[config.mk]
export PLATFORM = sky130hd
export DESIGN_NAME = jet_elem_builder
export DESIGN_NICKNAME = d
export VERILOG_FILES = /design/src/rtl/jeb_pkg.sv /design/src/rtl/jeb_chan_check.sv /design/src/rtl/jeb_elem_sum.sv /design/src/rtl/jeb_ser_fsm.sv /design/src/rtl/jet_elem_builder.sv
export SDC_FILE = /design/constraint.sdc
export NUM_CORES = 1
export LEC_CHECK = 0
export BUFFER_PORTS_ARGS = -buffer_cell sky130_fd_sc_hd__buf_2
export CAP_MARGIN = 40
export CORE_MARGIN = 2
export CORE_UTILIZATION = 25
export CTS_BUF_LIST = sky130_fd_sc_hd__clkbuf_16
export DETAILED_ROUTE_END_ITERATION = 8
export PLACE_DENSITY_LB_ADDON = 0.08
export REMOVE_ABC_BUFFERS = 1
export SETUP_SLACK_MARGIN = 0.4
export SYNTH_ARGS = -nofsm -noshare
export SYNTH_HDL_FRONTEND = slang
export SYNTH_SLANG_ARGS = --single-unit
[constraint.sdc]
create_clock -name clk -period 4.8 [get_ports clk]
set_clock_uncertainty 0.05 [all_clocks]
set_input_delay 1.44 -clock clk [delete_from_list [all_inputs] [get_ports clk]]
set_output_delay 1.44 -clock clk [all_outputs]
set_load 0.02 [all_outputs]
[src/rtl/jeb_pkg.sv]
package jeb_pkg;
    typedef enum logic [1:0] {
        S_IDLE = 2'd0,
        S_LO   = 2'd1,
        S_HI   = 2'd2
    } ser_state_e;
endpackage

[src/rtl/jeb_chan_check.sv]
module jeb_chan_check #(
    parameter int NCH = 12,
    parameter int IW  = 10
) (
    input  logic [NCH*IW-1:0] data_i,
    input  logic [NCH-1:0]    par_i,
    input  logic [NCH-1:0]    mask_i,
    output logic [NCH*IW-1:0] clean_o,
    output logic [NCH-1:0]    bad_o,
    output logic [NCH-1:0]    atmax_o
);
    localparam logic [IW-1:0] IMAX = {IW{1'b1}};

    for (genvar c = 0; c < NCH; c++) begin : g_ch
        logic [IW-1:0] word;
        logic          par_ok;
        logic          keep;

        assign word    = data_i[c*IW +: IW];
        assign par_ok  = ^{par_i[c], word};
        assign keep    = par_ok && !mask_i[c];
        assign clean_o[c*IW +: IW] = keep ? word : '0;
        assign bad_o[c]   = !par_ok && !mask_i[c];
        assign atmax_o[c] = keep && (word == IMAX);
    end
endmodule

[src/rtl/jeb_elem_sum.sv]
module jeb_elem_sum #(
    parameter int NCH = 12,
    parameter int IW  = 10,
    parameter int JW  = 10
) (
    input  logic [NCH*IW-1:0] em_i,
    input  logic [NCH*IW-1:0] had_i,
    input  logic [NCH-1:0]    em_max_i,
    input  logic [NCH-1:0]    had_max_i,
    output logic [NCH*JW-1:0] elem_o
);
    localparam int SW = ((IW > JW) ? IW : JW) + 1;
    localparam logic [SW-1:0] JMAX = SW'((64'd1 << JW) - 64'd1);

    for (genvar c = 0; c < NCH; c++) begin : g_sum
        logic [SW-1:0] sum;
        logic          sat;

        assign sum = SW'(em_i[c*IW +: IW]) + SW'(had_i[c*IW +: IW]);
        assign sat = (sum >= JMAX) || em_max_i[c] || had_max_i[c];
        assign elem_o[c*JW +: JW] = sat ? JMAX[JW-1:0] : sum[JW-1:0];
    end
endmodule

[src/rtl/jeb_ser_fsm.sv]
module jeb_ser_fsm
    import jeb_pkg::*;
#(
    parameter int NCH = 12,
    parameter int JW  = 10,
    parameter int HW  = (JW + 1) / 2
) (
    input  logic              clk,
    input  logic              rst_n,
    input  logic              bx_i,
    input  logic [NCH*JW-1:0] elem_i,
    output logic              accept_o,
    output logic [NCH*HW-1:0] jet_o,
    output logic              jet_vld_o,
    output logic              jet_hi_o
);
    localparam int PW = 2 * HW;

    ser_state_e        state_q;
    ser_state_e        state_d;
    logic [NCH*JW-1:0] elem_q;
    logic [NCH*HW-1:0] lo_half;
    logic [NCH*HW-1:0] hi_half;

    assign accept_o = bx_i && (state_q != S_LO);

    // next state: T_START, T_SECOND, T_NEXT, T_STOP
    always_comb begin
        state_d = state_q;
        unique case (state_q)
            S_IDLE:  state_d = bx_i ? S_LO : S_IDLE;
            S_LO:    state_d = S_HI;
            S_HI:    state_d = bx_i ? S_LO : S_IDLE;
            default: state_d = S_IDLE;
        endcase
    end

    always_ff @(posedge clk) begin
        if (!rst_n) begin
            state_q <= S_IDLE;
        end else begin
            state_q <= state_d;
        end
    end

    always_ff @(posedge clk) begin
        if (!rst_n) begin
            elem_q <= '0;
        end else if (accept_o) begin
            elem_q <= elem_i;
        end
    end

    for (genvar c = 0; c < NCH; c++) begin : g_split
        logic [PW-1:0] padded;
        assign padded = PW'(elem_q[c*JW +: JW]);
        assign lo_half[c*HW +: HW] = padded[HW-1:0];
        assign hi_half[c*HW +: HW] = padded[PW-1:HW];
    end

    always_comb begin
        jet_o     = '0;
        jet_vld_o = 1'b0;
        jet_hi_o  = 1'b0;
        unique case (state_q)
            S_IDLE: begin
                jet_o = '0;
            end
            S_LO: begin
                jet_o     = lo_half;
                jet_vld_o = 1'b1;
            end
            S_HI: begin
                jet_o     = hi_half;
                jet_vld_o = 1'b1;
                jet_hi_o  = 1'b1;
            end
            default: begin
                jet_o = '0;
            end
        endcase
    end
endmodule

[src/rtl/jet_elem_builder.sv]
module jet_elem_builder #(
    parameter int NCH = 12,
    parameter int IW  = 10,
    parameter int JW  = 10,
    parameter int HW  = (JW + 1) / 2
) (
    input  logic              clk,
    input  logic              rst_n,
    input  logic              bx_i,
    input  logic [NCH*IW-1:0] em_data_i,
    input  logic [NCH-1:0]    em_par_i,
    input  logic [NCH*IW-1:0] had_data_i,
    input  logic [NCH-1:0]    had_par_i,
    input  logic [NCH-1:0]    em_mask_i,
    input  logic [NCH-1:0]    had_mask_i,
    output logic [NCH*HW-1:0] jet_o,
    output logic              jet_vld_o,
    output logic              jet_hi_o,
    output logic [NCH-1:0]    em_err_o,
    output logic [NCH-1:0]    had_err_o
);
    logic [NCH*IW-1:0] em_clean;
    logic [NCH*IW-1:0] had_clean;
    logic [NCH-1:0]    em_bad;
    logic [NCH-1:0]    had_bad;
    logic [NCH-1:0]    em_max;
    logic [NCH-1:0]    had_max;
    logic [NCH*JW-1:0] elem;
    logic              accept;
    logic [NCH-1:0]    em_err_q;
    logic [NCH-1:0]    had_err_q;

    jeb_chan_check #(.NCH(NCH), .IW(IW)) u_em_chk (
        .data_i  (em_data_i),
        .par_i   (em_par_i),
        .mask_i  (em_mask_i),
        .clean_o (em_clean),
        .bad_o   (em_bad),
        .atmax_o (em_max)
    );

    jeb_chan_check #(.NCH(NCH), .IW(IW)) u_had_chk (
        .data_i  (had_data_i),
        .par_i   (had_par_i),
        .mask_i  (had_mask_i),
        .clean_o (had_clean),
        .bad_o   (had_bad),
        .atmax_o (had_max)
    );

    jeb_elem_sum #(.NCH(NCH), .IW(IW), .JW(JW)) u_sum (
        .em_i      (em_clean),
        .had_i     (had_clean),
        .em_max_i  (em_max),
        .had_max_i (had_max),
        .elem_o    (elem)
    );

    jeb_ser_fsm #(.NCH(NCH), .JW(JW), .HW(HW)) u_ser (
        .clk       (clk),
        .rst_n     (rst_n),
        .bx_i      (bx_i),
        .elem_i    (elem),
        .accept_o  (accept),
        .jet_o     (jet_o),
        .jet_vld_o (jet_vld_o),
        .jet_hi_o  (jet_hi_o)
    );

    // sticky per-word parity flags, R5
    always_ff @(posedge clk) begin
        if (!rst_n) begin
            em_err_q  <= '0;
            had_err_q <= '0;
        end else if (accept) begin
            em_err_q  <= em_err_q | em_bad;
            had_err_q <= had_err_q | had_bad;
        end
    end

    assign em_err_o  = em_err_q;
    assign had_err_o = had_err_q;
endmodule

# ---- After elaboration in Yosys (flattened, before gate mapping)
# Cells that the tools add are included.
dict set report totals {
  ram_bits 0
  regBits 146
  latch_bits 0
  mem_count 0
  romBits 0
  word_cells 270
}
dict set report op_classes {
  n_lt_le_gt_ge 12
  div_mod_pow 0
  mux 41
  reduce_logical 172
  n_mul 0
  add_sub_neg 12
  bitwise 2
  shifts 0
  eq_ne 27
}
# cell n
set ops {}
lappend ops {{10-bit 2-to-1 mux} 36}
lappend ops {{11-bit XOR reduction} 24}
lappend ops {{10-bit equality test, second input constant} 24}
lappend ops {{10-bit by 10-bit adder with 11-bit output} 12}
lappend ops {{11-bit by 10-bit greater-or-equal comparator with 1-bit output, second input constant} 12}
lappend ops {{60-bit one-hot mux with 2 select lines} 1}
lappend ops {{1-bit logical AND} 73}
lappend ops {{1-bit zero test} 48}
lappend ops {{1-bit logical OR} 24}
lappend ops {{12-bit bitwise OR} 2}
lappend ops {{2-bit one-hot mux with 2 select lines} 1}
lappend ops {{2-bit OR reduction} 2}
lappend ops {{1-bit 2-to-1 mux} 3}
lappend ops {{2-bit by 1-bit equality test with 1-bit output, second input constant} 1}
lappend ops {{2-bit equality test, second input constant} 1}
lappend ops {{2-bit zero test} 1}
lappend ops {{2-bit by 1-bit inequality test with 1-bit output, second input constant} 1}

# ---- Logic depth before layout (Yosys ltp)
dict set report depth {
  depth_word 8
  depth_mapped 16
}

# ---- By module
# From an unflattened synthesis, not the netlist that was laid out.
dict set report unflattened {
  hier_cells 2196
  hier_area_um2 19037.0
}
# mod seq_area_each_um2 area_per_inst_um2 cells_each instances
set by_module_without_submodules {}
lappend by_module_without_submodules {jeb_chan_check 0.0 3275.6 300 2}
lappend by_module_without_submodules {jeb_elem_sum 0.0 5973.2 847 1}
lappend by_module_without_submodules {jeb_ser_fsm 2442.3 5731.7 673 1}
lappend by_module_without_submodules {jet_elem_builder 480.5 780.7 76 1}

# ---- Least setup slack after synthesis
# Ideal clock, no wire load.
dict set report synth_path {
  path_type {input to register}
  start {input had_data_i[18]}
  end {register u_ser.elem_q[10]}
  t_arrival_ps 4695
  path_slack_ps -63
  setup_ps 119
  n_path_buf 1
  cell_stages 14
  path_cell_list {ha_1 -> xor2_1 -> xnor3_1 -> nor2_1 -> clkbuf_1 -> and2_1 -> ha_1 -> fa_1 -> a21oi_1 -> o211ai_1 -> a2111oi_0 -> a2bb2oi_1 -> nand2_1 -> o221a_2}
}
dict set report synth_between {
  elab_chain_len 8
  word_cells_on_any_way 10
  classes_between {add/sub: 1; order compare: 1; eq/ne: 1; mux: 2; reduce/logical: 5}
}
# item line_no
set synth_rtl {}
lappend synth_rtl {{start, declared} jet_elem_builder.sv:12} ;# input logic [NCH*IW-1:0] had_data_i,
lappend synth_rtl {{11-bit XOR reduction} jeb_chan_check.sv:20} ;# assign par_ok = ^{par_i[c], word};
lappend synth_rtl {{1-bit logical AND} jeb_chan_check.sv:21} ;# assign keep = par_ok && !mask_i[c];
lappend synth_rtl {{10-bit 2-to-1 mux} jeb_chan_check.sv:22} ;# assign clean_o[c*IW +: IW] = keep ? word : '0;
lappend synth_rtl {{10-bit by 10-bit adder with 11-bit output} jeb_elem_sum.sv:19} ;# assign sum = SW'(em_i[c*IW +: IW]) + SW'(had_i[c*IW +: IW]);
lappend synth_rtl {{11-bit by 10-bit greater-or-equal comparator with 1-bit output} jeb_elem_sum.sv:20} ;# assign sat = (sum >= JMAX) || em_max_i[c] || had_max_i[c];
lappend synth_rtl {{1-bit logical OR (2 in series)} jeb_elem_sum.sv:20}
lappend synth_rtl {{10-bit 2-to-1 mux (*)} jeb_elem_sum.sv:21} ;# assign elem_o[c*JW +: JW] = sat ? JMAX[JW-1:0] : sum[JW-1:0];
lappend synth_rtl {{end signal, assigned} jeb_ser_fsm.sv:50} ;# elem_q <= elem_i;
lappend synth_rtl {{end, declared} jeb_ser_fsm.sv:21} ;# logic [NCH*JW-1:0] elem_q;
# Every way passes the cells marked *; elsewhere a longest branch is shown, timed or not.
# A chain may end at the register's enable or synchronous reset.

# ---- Worst setup path after layout
dict set report layout_path {
  start {input had_data_i[2]}
  end {register u_ser.elem_q[0]}
}
# Same word-level chain as after synthesis.

==> results.json <==
{
  "status": "finished clean",
  "wirelength_um": 53600,
  "setup_violations": 0,
  "grt_usage_pct": 17.2,
  "slew_headroom_pct": 41.8,
  "synth_edf_count": 0,
  "path_class": "in -> reg",
  "crit_family": "compound AO/OA/AOI/OAI gates",
  "finalMaxSlewViolations": 0,
  "synthCells": 1754,
  "leakagePower_nw": 9.79,
  "end_kind": "flip-flop",
  "ys_top_cells_by_count": "242 x and2_1, 242 x ha_1, 165 x nor2_1",
  "cts_tree": "yes",
  "dieArea_sq_um": 62000,
  "drc": 0,
  "critPathMaxFanout": 5,
  "worst_slack_ns": 0.480,
  "fin_util_pct": 35.3,
  "critPathBufInv": 1,
  "min_from": "had_err_o[5]$_SDFFE_PN0P_",
  "ios": 377,
  "grt_max_degree": 68,
  "yosys.area.top_type": "ha_1",
  "hold_buffers": 0,
  "ff2ff_path_depth": 6,
  "drive_gt1_share_pct": 34.5,
  "initial_utilization_pct": 25.4,
  "wl_met2_um": 25200,
  "routedWlPerCell_um": 17.3,
  "max-cap-violations": 0,
  "grt_antenna_before_repair": 2,
  "die_w_um": 249,
  "viasPerCell": 4.74,
  "grt_pass1_wl_um": 84600,
  "clk_pin_slew_ns": 0.08,
  "period_share_pct": 90.0,
  "core_area_sq_um": 59100,
  "route.layer.met1.wl_um": 25400,
  "seq_area_frac_synth_pct": 19.5,
  "r2r_slack_ns": 2.08,
  "gp_congestion": 0.820,
  "antenna_left": 0,
  "path_cells": "buf_2, ha_1, xnor2_1, xnor2_1, xnor2_1, nor2_2, and2_4, ha_2, fa_2, a21oi_2, o211ai_1, a2111oi_2, o21ai_2, a211o_1, o221a_1",
  "ys_ff_latch": 146,
  "dieHeight_um": 249,
  "syn_area_sq_um": 15000,
  "antenna_cells": 0,
  "rsz0062_at_grt": "yes",
  "hold_class": "reg -> reg",
  "nets": 2863,
  "reg2reg_from": "u_ser.state_q[1]$_SDFF_PN0_",
  "synth-warning-count": 0,
  "fmax_mhz": 231,
  "grt_overflow": 0,
  "clk_path_buf_depth": 2,
  "tightest_slew_ns": 0.873,
  "drt_iter0_markers": 642,
  "slowest_stage": "a2111oi_2",
  "holdPathStages": 2,
  "vias": 14700,
  "min_to": "had_err_o[5]$_SDFFE_PN0P_",
  "ctsRootBufferMaster": "clkbuf_16",
  "ir_worst_vdd_v": 0.000286,
  "top_layer_used": "met5",
  "timing.final.crit_period_ns": 4.32,
  "numPortBuffers": 376,
  "clk_latency_ns": 0.48,
  "clock-sinks": 146,
  "worstPathRequired_ns": 5.13,
  "synth.top_cells.by_area": "ha_1 20%, dfxtp_1 19%, and2_1 10%",
  "cpPeakStageDelay_ns": 0.44,
  "synth-main-ff-cell": "dfxtp_1",
  "cp_common_cell": "xnor2_1",
  "rows": 89,
  "wl_met3_um": 2420,
  "syn_area_per_cell_sq_um": 8.55,
  "dpl_worst_slack_ns": -0.437,
  "numCtsBuffers": 17,
  "dp_hpwl_um": 42100,
  "power_per_cell_area_nw_per_um2": 301,
  "critPathLaunchType": "primary input",
  "async_flop_share_pct": 0,
  "hold_viol": 0,
  "firstDrtPassIters": 5,
  "cp.arrival_ns": 4.65,
  "grt_pass1_vias": 15400,
  "r2r-end": "u_ser.elem_q[83]$_SDFFE_PN0P_",
  "cts_max_level": 4,
  "synth_top_area_share_pct": 20.2,
  "synth_cell_type_count": 61,
  "worst-path-stages": 15,
  "syn_to_final_growth_pct": 39.3
}
-- final cells by class --
class,count,area [sq um]
Tap cell,773,967
Clock buffer,17,425
Fill cell,6256,38200
Timing Repair Buffer,612,3760
Multi-Input combinational cell,1515,12600
Inverter,26,97.6
Clock inverter,15,156
Sequential cell,146,2920
-- worst max-delay path by stage --
stage | from | endpoint | slack, ns
after floorplan | bx_i | u_ser.elem_q[90]$_SDFFE_PN0P_ | -2.01
after global placement | had_data_i[104] | u_ser.elem_q[101]$_SDFFE_PN0P_ | -0.33
after detailed placement | had_data_i[104] | u_ser.elem_q[103]$_SDFFE_PN0P_ | -0.44
after CTS | had_data_i[44] | u_ser.elem_q[43]$_SDFFE_PN0P_ | 0.39
after global routing | em_data_i[2] | u_ser.elem_q[6]$_SDFFE_PN0P_ | 0.31
final | had_data_i[2] | u_ser.elem_q[0]$_SDFFE_PN0P_ | 0.48
-- sequential cells by signal, indices dropped and copies added (netlist names) --
| signal | flops |
|---|---|
| u_ser.elem_q | 120 |
| em_err_o | 12 |
| had_err_o | 12 |
| u_ser.state_q | 2 |
-- logic make-up after synthesis --
family / Yosys count / share of synthesized area, %
flip-flops: 146 / 19.5
XOR/XNOR: 197 / 12.1
AO/OA/AOI/OAI: 478 / 23.6
adder cells (fa/ha/maj): 254 / 21.8
AND/OR/NAND/NOR: 581 / 20.4
buffers and inverters: 98 / 2.54
-- power by group --
group / internal, mW / leakage (nW) / switching (mW) / total (mW)
logic: 1.72 / 8.31 / 1.70 / 3.42
registers: 1.37 / 1.21 / 0.0827 / 1.45
clock network: 0.768 / 0.276 / 0.652 / 1.42
-- cells in the final DEF (no fill, tap or decap), types with 17 or more instances in the layout --
cell type	instances
xnor2_1	132
clkbuf_16	17
dfxtp_1	146
nand2_1	57
buf_4	230
a21o_1	25
nor2_1	152
o221a_2	28
xnor2_2	20
ha_1	209
a211oi_1	18
buf_2	370
xor2_1	39
nor2b_1	30
nand3_1	25
a21oi_1	97
o21ai_0	81
o221a_1	60
ha_4	30
and2_1	234
inv_1	26
a22oi_1	60
-- per-layer routing --
metal	global-route usage, %	vias up
li1	-	7536
met5	0	-
met3	3.89	29
met2	29.0	260
met1	22.2	6893
met4	3.97	2
-- what timing repair did --
item,4_1_cts,5_1_grt
setup endpoints to repair,60,99
buffers inserted,11,16
cloned,5,1
pin swaps,65,83
gates resized for setup,59,81
-- tightest hold or removal path, delay by kind of cell, from the launching register on --
| kind | cells | cell delay, ns |
|---|---|---|
| compound gates | 1 | 0.04 |
| flops | 1 | 0.32 |
| simple gates | 1 | 0.09 |
-- stage by stage --
| stage | std cells | instance area, sq um | hold slack, ns | TNS [ns] | power, mW |
|---|---|---|---|---|---|
| after detailed placement | 3039 | 19200 | 0.425 | -19.50 | 4.65 |
| after global placement | 3037 | 19200 | 0.419 | -17.76 | 4.64 |
| after global routing | 3104 | 20900 | 0.466 | 0 | 6.80 |
| final | 3104 | 20900 | 0.436 | 0 | 6.29 |
| after CTS | 3087 | 20300 | 0.447 | 0 | 6.23 |
| after floorplan | 1682 | 14700 | 0.454 | -158.80 | 3.41 |
No activity file was read; power rests on OpenSTA's default activity.
